==> config.mk <==
export PLATFORM = sky130hd
export DESIGN_NAME = frame_scrub_ctrl
export DESIGN_NICKNAME = d
export VERILOG_FILES = /design/src/rtl/scrub_pkg.sv /design/src/rtl/scrub_crc_step.sv /design/src/rtl/scrub_frame_ecc.sv /design/src/rtl/frame_scrub_ctrl.sv
export SDC_FILE = /design/constraint.sdc
export NUM_CORES = 1
export LEC_CHECK = 0
export BUFFER_PORTS_ARGS = -buffer_cell sky130_fd_sc_hd__clkbuf_2
export CAP_MARGIN = 20
export CELL_PAD_IN_SITES_DETAIL_PLACEMENT = 0
export CELL_PAD_IN_SITES_GLOBAL_PLACEMENT = 1
export CORE_MARGIN = 1
export CORE_UTILIZATION = 45
export CTS_CLUSTER_SIZE = 40
export DETAILED_ROUTE_END_ITERATION = 10
export HOLD_SLACK_MARGIN = 0.12
export PLACE_DENSITY = 0.78
export REMOVE_ABC_BUFFERS = 1
export SLEW_MARGIN = 20
export SYNTH_ARGS = -nofsm -noshare
export SYNTH_HDL_FRONTEND = slang
export SYNTH_HIERARCHICAL = 1
export SYNTH_SLANG_ARGS = --single-unit
==> constraint.sdc <==
create_clock -name clk -period 5.8 [get_ports clk]
set_clock_uncertainty 0.1 [all_clocks]
set_input_delay 1.16 -clock clk [delete_from_list [all_inputs] [get_ports clk]]
set_output_delay 1.16 -clock clk [all_outputs]
set_load 0.03 [all_outputs]
==> src/rtl/scrub_pkg.sv <==
package scrub_pkg;

   typedef enum logic [1:0] {
      EV_FIXED = 2'd0,
      EV_FOUND = 2'd1,
      EV_MULTI = 2'd2,
      EV_CRC   = 2'd3
   } ev_kind_t;

   typedef enum logic [3:0] {
      S_START, S_READ, S_RWAIT, S_CHECK, S_WRITE,
      S_REPORT, S_FOLD, S_CRC, S_HALT
   } scrub_state_t;

   typedef enum logic [1:0] {
      POST_HALT, POST_FOLD, POST_PASS
   } post_act_t;

   localparam logic [1:0]  MODE_DETECT   = 2'd0;
   localparam logic [1:0]  MODE_FIX_STOP = 2'd1;
   localparam logic [31:0] CRC_SEED      = 32'hFFFF_FFFF;

endpackage

==> src/rtl/scrub_crc_step.sv <==
module scrub_crc_step #(
   parameter int          DW   = 32,
   parameter logic [31:0] POLY = 32'h04C1_1DB7
) (
   input  logic [31:0]   crc_i,
   input  logic [DW-1:0] data_i,
   output logic [31:0]   crc_o
);

   if (DW < 1) begin : g_bad_dw
      $error("scrub_crc_step: DW must be at least 1");
   end

   logic [31:0] acc;

   always_comb begin
      acc = crc_i;
      for (int i = DW - 1; i >= 0; i--) begin
         if (acc[31] ^ data_i[i]) acc = (acc << 1) ^ POLY;
         else                     acc = acc << 1;
      end
      crc_o = acc;
   end

endmodule

==> src/rtl/scrub_frame_ecc.sv <==
module scrub_frame_ecc #(
   parameter int WORDS = 4,
   parameter int DW    = 32,
   parameter int AW    = $clog2(WORDS + 1),
   parameter int BW    = $clog2(DW)
) (
   input  logic [WORDS*DW-1:0] data_i,
   input  logic [DW-1:0]       chk_i,
   output logic                single_o,
   output logic                multi_o,
   output logic [AW-1:0]       word_o,
   output logic [BW-1:0]       bit_o
);

   localparam int NB = WORDS * DW;
   localparam int CW = $clog2(NB + 1);

   if (CW >= DW) begin : g_bad_code
      $error("scrub_frame_ecc: syndrome does not fit below the parity bit");
   end
   if (DW < 2) begin : g_bad_dw
      $error("scrub_frame_ecc: DW must be at least 2");
   end

   logic [CW-1:0] code_calc, syn, loc;
   logic          par, pmis;

   always_comb begin
      code_calc = '0;
      par       = 1'b0;
      for (int g = 0; g < NB; g++) begin
         if (data_i[g]) begin
            code_calc = code_calc ^ CW'(g + 1);
            par       = ~par;
         end
      end
   end

   assign syn      = code_calc ^ chk_i[CW-1:0];
   assign pmis     = par ^ chk_i[DW-1];
   assign single_o = pmis && (syn != '0) && (int'(syn) <= NB);
   assign multi_o  = ((syn != '0) || pmis) && !single_o;
   assign loc      = syn - CW'(1);

   if ((DW & (DW - 1)) == 0) begin : g_pow2
      assign word_o = AW'(loc >> BW);
      assign bit_o  = loc[BW-1:0];
   end else begin : g_div
      assign word_o = AW'(loc / CW'(DW));
      assign bit_o  = BW'(loc % CW'(DW));
   end

endmodule

==> src/rtl/frame_scrub_ctrl.sv <==
module frame_scrub_ctrl
   import scrub_pkg::*;
#(
   parameter int          FW    = 4,
   parameter int          WORDS = 4,
   parameter int          DW    = 32,
   parameter logic [31:0] POLY  = 32'h04C1_1DB7,
   parameter int          AW    = $clog2(WORDS + 1),
   parameter int          BW    = $clog2(DW)
) (
   input  logic          clk,
   input  logic          rst_n,
   input  logic [1:0]    mode_i,
   input  logic [FW-1:0] first_frame_i,
   input  logic [FW-1:0] last_frame_i,
   input  logic [31:0]   golden_crc_i,
   input  logic          resume_i,
   output logic          mem_rd_o,
   output logic          mem_wr_o,
   output logic [FW-1:0] mem_frame_o,
   output logic [AW-1:0] mem_word_o,
   output logic [DW-1:0] mem_wdata_o,
   input  logic [DW-1:0] mem_rdata_i,
   output logic          ev_valid_o,
   input  logic          ev_ready_i,
   output logic [1:0]    ev_kind_o,
   output logic [FW-1:0] ev_frame_o,
   output logic [AW-1:0] ev_word_o,
   output logic [BW-1:0] ev_bit_o,
   output logic          halted_o,
   output logic          reconfig_req_o
);

   localparam logic [AW-1:0] LAST_IDX = AW'(WORDS);
   localparam logic [AW-1:0] LAST_DAT = AW'(WORDS - 1);

   if (WORDS < 1) begin : g_bad_words
      $error("frame_scrub_ctrl: WORDS must be at least 1");
   end
   if (FW < 1) begin : g_bad_fw
      $error("frame_scrub_ctrl: FW must be at least 1");
   end

   scrub_state_t  state;
   post_act_t     post_q;
   logic [FW-1:0] frame_q;
   logic [AW-1:0] cnt, pidx;
   logic          pv;
   logic [31:0]   crc_q, crc_next;
   logic [1:0]    mode_q;
   ev_kind_t      ev_kind_q;
   logic [DW-1:0] fbuf [0:WORDS];
   logic [WORDS*DW-1:0] flat;
   logic          ecc_single, ecc_multi;
   logic [AW-1:0] ecc_word;
   logic [BW-1:0] ecc_bit;
   logic          do_fix;

   always_comb begin
      for (int w = 0; w < WORDS; w++) flat[w*DW +: DW] = fbuf[w];
   end

   scrub_frame_ecc #(.WORDS(WORDS), .DW(DW), .AW(AW), .BW(BW)) u_ecc (
      .data_i  (flat),
      .chk_i   (fbuf[WORDS]),
      .single_o(ecc_single),
      .multi_o (ecc_multi),
      .word_o  (ecc_word),
      .bit_o   (ecc_bit)
   );

   scrub_crc_step #(.DW(DW), .POLY(POLY)) u_crc (
      .crc_i (crc_q),
      .data_i(fbuf[cnt]),
      .crc_o (crc_next)
   );

   assign do_fix = (state == S_CHECK) && !ecc_multi && ecc_single && (mode_q != MODE_DETECT);

   // frame buffer: filled from read data, one located bit flipped on repair
   always_ff @(posedge clk) begin
      if (pv)          fbuf[pidx] <= mem_rdata_i;
      else if (do_fix) fbuf[ecc_word][ecc_bit] <= ~fbuf[ecc_word][ecc_bit];
   end

   always_ff @(posedge clk or negedge rst_n) begin
      if (!rst_n) begin
         state          <= S_START;
         post_q         <= POST_FOLD;
         frame_q        <= '0;
         cnt            <= '0;
         pidx           <= '0;
         pv             <= 1'b0;
         crc_q          <= CRC_SEED;
         mode_q         <= MODE_DETECT;
         ev_valid_o     <= 1'b0;
         ev_kind_q      <= EV_FIXED;
         ev_frame_o     <= '0;
         ev_word_o      <= '0;
         ev_bit_o       <= '0;
         reconfig_req_o <= 1'b0;
      end else begin
         pv   <= (state == S_READ);
         pidx <= cnt;
         unique case (state)
            S_START: begin
               frame_q <= first_frame_i;
               crc_q   <= CRC_SEED;
               cnt     <= '0;
               state   <= S_READ;
            end
            S_READ: begin
               mode_q <= mode_i;
               cnt    <= cnt + AW'(1);
               if (cnt == LAST_IDX) state <= S_RWAIT;
            end
            S_RWAIT: begin
               cnt   <= '0;
               state <= S_CHECK;
            end
            S_CHECK: begin
               ev_frame_o <= frame_q;
               if (ecc_multi) begin
                  ev_kind_q  <= EV_MULTI;
                  ev_word_o  <= '0;
                  ev_bit_o   <= '0;
                  ev_valid_o <= 1'b1;
                  post_q     <= POST_HALT;
                  state      <= S_REPORT;
               end else if (ecc_single) begin
                  ev_word_o <= ecc_word;
                  ev_bit_o  <= ecc_bit;
                  if (mode_q == MODE_DETECT) begin
                     ev_kind_q  <= EV_FOUND;
                     ev_valid_o <= 1'b1;
                     post_q     <= POST_HALT;
                     state      <= S_REPORT;
                  end else begin
                     ev_kind_q <= EV_FIXED;
                     state     <= S_WRITE;
                  end
               end else begin
                  state <= S_FOLD;
               end
            end
            S_WRITE: begin
               cnt <= cnt + AW'(1);
               if (cnt == LAST_DAT) begin
                  cnt        <= '0;
                  ev_valid_o <= 1'b1;
                  post_q     <= (mode_q == MODE_FIX_STOP) ? POST_HALT : POST_FOLD;
                  state      <= S_REPORT;
               end
            end
            S_REPORT: begin
               if (ev_ready_i) begin
                  ev_valid_o <= 1'b0;
                  cnt        <= '0;
                  unique case (post_q)
                     POST_HALT: state <= S_HALT;
                     POST_FOLD: state <= S_FOLD;
                     default: begin
                        frame_q <= first_frame_i;
                        crc_q   <= CRC_SEED;
                        state   <= S_READ;
                     end
                  endcase
               end
            end
            S_FOLD: begin
               crc_q <= crc_next;
               cnt   <= cnt + AW'(1);
               if (cnt == LAST_DAT) begin
                  cnt <= '0;
                  if (frame_q == last_frame_i) begin
                     state <= S_CRC;
                  end else begin
                     frame_q <= frame_q + FW'(1);
                     state   <= S_READ;
                  end
               end
            end
            S_CRC: begin
               cnt <= '0;
               if (crc_q != golden_crc_i) begin
                  reconfig_req_o <= 1'b1;
                  ev_kind_q      <= EV_CRC;
                  ev_frame_o     <= frame_q;
                  ev_word_o      <= '0;
                  ev_bit_o       <= '0;
                  ev_valid_o     <= 1'b1;
                  post_q         <= POST_PASS;
                  state          <= S_REPORT;
               end else begin
                  reconfig_req_o <= 1'b0;
                  frame_q        <= first_frame_i;
                  crc_q          <= CRC_SEED;
                  state          <= S_READ;
               end
            end
            S_HALT: begin
               if (resume_i) begin
                  cnt   <= '0;
                  state <= S_READ;
               end
            end
            default: state <= S_START;
         endcase
      end
   end

   assign ev_kind_o   = ev_kind_q;
   assign mem_rd_o    = (state == S_READ);
   assign mem_wr_o    = (state == S_WRITE);
   assign mem_frame_o = frame_q;
   assign mem_word_o  = cnt;
   assign mem_wdata_o = fbuf[cnt];
   assign halted_o    = (state == S_HALT);

   assert_range_R1: assert property (@(posedge clk) disable iff (!rst_n)
      (mem_rd_o || mem_wr_o) |-> (mem_frame_o >= first_frame_i && mem_frame_o <= last_frame_i));

   assert_check_word_kept_R3: assert property (@(posedge clk) disable iff (!rst_n)
      mem_wr_o |-> (mem_word_o < LAST_IDX));

   assert_detect_no_write_R5: assert property (@(posedge clk) disable iff (!rst_n)
      mem_wr_o |-> (mode_q != MODE_DETECT));

   assert_multi_halts_R8: assert property (@(posedge clk) disable iff (!rst_n)
      (ev_valid_o && ev_ready_i && ev_kind_o == EV_MULTI) |=> halted_o);

   assert_halt_sticky_R9: assert property (@(posedge clk) disable iff (!rst_n)
      (halted_o && !resume_i) |=> halted_o);

   assert_reconfig_source_R11: assert property (@(posedge clk) disable iff (!rst_n)
      $rose(reconfig_req_o) |-> (ev_valid_o && ev_kind_o == EV_CRC));

   assert_stall_hold_R12: assert property (@(posedge clk) disable iff (!rst_n)
      (ev_valid_o && !ev_ready_i) |=> (ev_valid_o && $stable(ev_kind_o) && $stable(ev_frame_o)
                                       && $stable(ev_word_o) && $stable(ev_bit_o)));

   assert_port_idle_R12: assert property (@(posedge clk) disable iff (!rst_n)
      (ev_valid_o || halted_o) |-> !(mem_rd_o || mem_wr_o));

endmodule

==> impl_metrics.env <==
export IMPL_status="complete, no violations"
export IMPL_hold_violations=0
export IMPL_track_usage_pct=29.5
export IMPL_clk_pin_slew_ns=0.06
export IMPL_cts_tree="done"
export IMPL_routedWlPerCell_um=27.7
export IMPL_drive_above_1_share_pct=25.3
export IMPL_max_freq_mhz=174
export IMPL_cts_htree_levels=2
export IMPL_post_place_ws_ns=-0.153
export IMPL_drt_iter0_drc=1680
export IMPL_grt_overflow=0
export IMPL_antenna_found_initial=1
export IMPL_die_area_um2=52700
export IMPL_ys_ff_latch=323
export IMPL_rows=82
export IMPL_syn_area_um2=23300
export IMPL_syn_avg_cell_area_um2=12.3
export IMPL_die_w_um=229
export IMPL_critPathMaxFanout=20
export IMPL_antennaDiodeCount=0
export IMPL_dp_hpwl_um=57600
export IMPL_synthTopCellsByArea="edfxtp_1 (33%), xnor2_1 (13%), mux4_2 (7.3%)"
export IMPL_maxSlewHeadroom_pct=25.0
export IMPL_drt_pre_antenna_iters=5
export IMPL_ff2ff_setup_slack_ns=0.05
export IMPL_cts_sinks=323
export IMPL_setup_slack_ns=0.0467
export IMPL_initial_core_util_pct=46.0
export IMPL_syn_to_final_growth_pct=15.0
export IMPL_arrival_ns=6.02
export IMPL_grt_pass1_vias=16738
export IMPL_nets=2172
export IMPL_whs_ns=0.404
export IMPL_syn_inst=1895
export IMPL_synthDominantCellAreaShare_pct=33.0
export IMPL_portBuffers=135
export IMPL_synth_distinct_cells=80
export IMPL_dpl_cell_area_um2=25300
export IMPL_crit_path_start_kind="register"
export IMPL_final_max_slew_violation_count=0
export IMPL_yosysSeqAreaShare_pct=40.4
export IMPL_grt_pass1_wl_um=113000
export IMPL_ant_nets=0
export IMPL_cts_root_buf="clkbuf_16"
export IMPL_fin_crit_sh_pct=99.2
export IMPL_final_area_um2=26800
export IMPL_finalWorstPathRequiredPeriod_ns=5.75
export IMPL_synth_top_area_cell="edfxtp_1"
export IMPL_grt_max_degree=68
export IMPL_via_count=16580
export IMPL_finalSetupViolations=0
export IMPL_cts_made_buffers=39
export IMPL_clk_latency_ns=0.57
export IMPL_globalplace_congestion=1.00
export IMPL_pin_count=136
export IMPL_clock_path_buffers=3
export IMPL_crit_required_ns=6.07
export IMPL_core_um2=50600
export IMPL_drc=0
export IMPL_hold_path_class="reg -> reg"
export IMPL_async_reset_ff_share_pct=20.7
export IMPL_die_height_um=229
export IMPL_rsz0062_at_grt="yes"
export IMPL_end_kind="register"
export IMPL_cts_hold_buf=0
export IMPL_synth_edf_count=256
export IMPL_synth_ff_type="edfxtp_1"
export IMPL_worstMarginPinSlew_ns=1.12
export IMPL_yosys_warnings=6
export IMPL_maxCapViolCount=0
export IMPL_wirelength_um=77200
export IMPL_via_per_inst=5.94
export IMPL_worstSetupPathType="reg -> reg"
-- cells in the mapped netlist (5+ instances only) --
cell type,instances
nand3_1,9
xnor3_2,12
nand2_1,124
mux4_2,75
o21ai_0,13
buf_1,5
dfrtp_1,34
edfxtp_1,256
nor3_1,7
o22a_1,32
xnor2_4,9
mux2i_1,65
o41ai_1,6
a21o_1,33
clkbuf_1,35
a31oi_1,5
nor2_1,291
buf_2,41
xor3_1,9
inv_1,9
a22oi_1,32
xnor2_1,344
nand3b_1,5
ha_1,6
a21oi_1,58
nand2b_1,8
o22ai_1,19
buf_6,8
xnor3_1,57
xor2_1,103
mux2_2,9
xnor3_4,5
dfstp_2,33
xor2_2,8
xnor2_2,16
nor4_1,10
a22o_1,9
buf_4,11
mux4_1,20
or2_2,6
-- flip-flops by register name (all words and copies together) (netlist names) --
name,flops
crc_q,32
ev_bit_o,5
ev_frame_o,4
ev_kind_o,2
ev_valid_o,1
ev_word_o,3
fbuf,256
mem_frame_o,4
mem_word_o,3
mode_q,2
pidx,3
post_q,2
pv,1
reconfig_req_o,1
state,4
-- logic make-up after synthesis --
kind of cell / after synthesis / share of synthesized area (%)
and+or+nand+nor: 490 / 8.86
AOI/OAI and AO/OA: 229 / 6.92
xor gates and xnor gates: 566 / 28.1
adders and majority gates: 6 / 0.322
buffers and inverters: 111 / 2.53
muxes: 170 / 12.8
DFF: 323 / 40.4
-- metal layers --
metal | wire [um] | track usage [%]
met3 | 6850 | 5.59
met1 | 29200 | 37.3
met4 | 3200 | 11.5
met2 | 37900 | 49.9
met5 | 18 | 0
-- final timing paths --
kind,from,endpoint,cells after the start
setup / recovery,fbuf[3][14]$_DFFE_PP_,fbuf[3][28]$_DFFE_PP_,16
min in group asynchronous,rst_n,ev_frame_o[3]$_DFFE_PN0P_,1
setup reg to reg,fbuf[3][14]$_DFFE_PP_,fbuf[3][28]$_DFFE_PP_,16
hold / removal,ev_frame_o[2]$_DFFE_PN0P_,ev_frame_o[2]$_DFFE_PN0P_,1
hold reg to reg,ev_frame_o[2]$_DFFE_PN0P_,ev_frame_o[2]$_DFFE_PN0P_,1
max in group asynchronous,rst_n,mem_word_o[1]$_DFFE_PN0P_,1
-- timing repair --
| item | 4_1_cts | 5_1_grt |
|---|---|---|
| cloned | 1 | 1 |
| endpoints found under the setup margin | 256 | 363 |
| resized for setup | 6 | 18 |
| buffers inserted | 0 | 1 |
| endpoints found under the hold margin | 0 | 0 |
-- placed cells by master (no fill, tap or decap), drive strengths merged, types with 4 or more instances in the layout --
cell type	synthesis	routed
nand2	125	125
a21o	35	35
a31oi	5	5
nor3	8	8
mux4	96	96
edfxtp	256	256
nand3b	5	5
nor3b	4	4
a21oi	59	59
or2	7	7
nor2	292	292
nand2b	8	8
xnor3	74	74
mux2	9	9
ha	6	6
o22ai	19	19
a22oi	32	32
xor3	10	10
xnor2	369	369
a22o	9	9
clkinv	0	13
o41ai	8	8
dfrtp	34	34
clkbuf	36	185
dfstp	33	33
nor4	10	10
xor2	113	113
mux2i	65	65
o21ai	14	14
buf	66	118
a211oi	4	4
o22a	32	32
nand3	9	9
nor2b	4	4
inv	9	13
-- worst max-delay path, stage by stage, from the launching register on --
cell      delay, ns
edfxtp_1       0.48
xnor2_1        0.53
xnor3_1        0.47
xnor3_1        0.46
xnor2_1        0.24
buf_4          0.24
nand3_1        0.21
nor2_2         0.28
xnor2_4        0.24
buf_12         0.28
mux4_1         0.58
o22ai_1        0.37
o41ai_1        0.13
and4_4         0.21
a21oi_4        0.22
buf_12         0.20
a21o_1         0.25
-- through the flow --
stage,TNS [ns],std cells,utilization (%)
2_1_floorplan,-2696.62,1793,-
3_3_place_gp,-27.77,2716,50.1
3_5_place_dp,-28.95,2716,50.1
4_1_cts,0,2788,52.7
5_1_grt,-0.821,2790,52.9
6_report,0,2790,52.9
-- final cells by class --
| type | instances | area, um2 |
|---|---|---|
| inverters | 9 | 33.8 |
| well taps | 672 | 841 |
| clock buffers | 50 | 1060 |
| flip-flops and latches | 323 | 9420 |
| multi-input cells | 1461 | 13400 |
| clock inverters | 21 | 200 |
| repair buffers | 254 | 1810 |
| fillers | 4383 | 23800 |
Power is not shown: default switching activity piles up to over one toggle a cycle in this logic, so the estimate is an artifact.
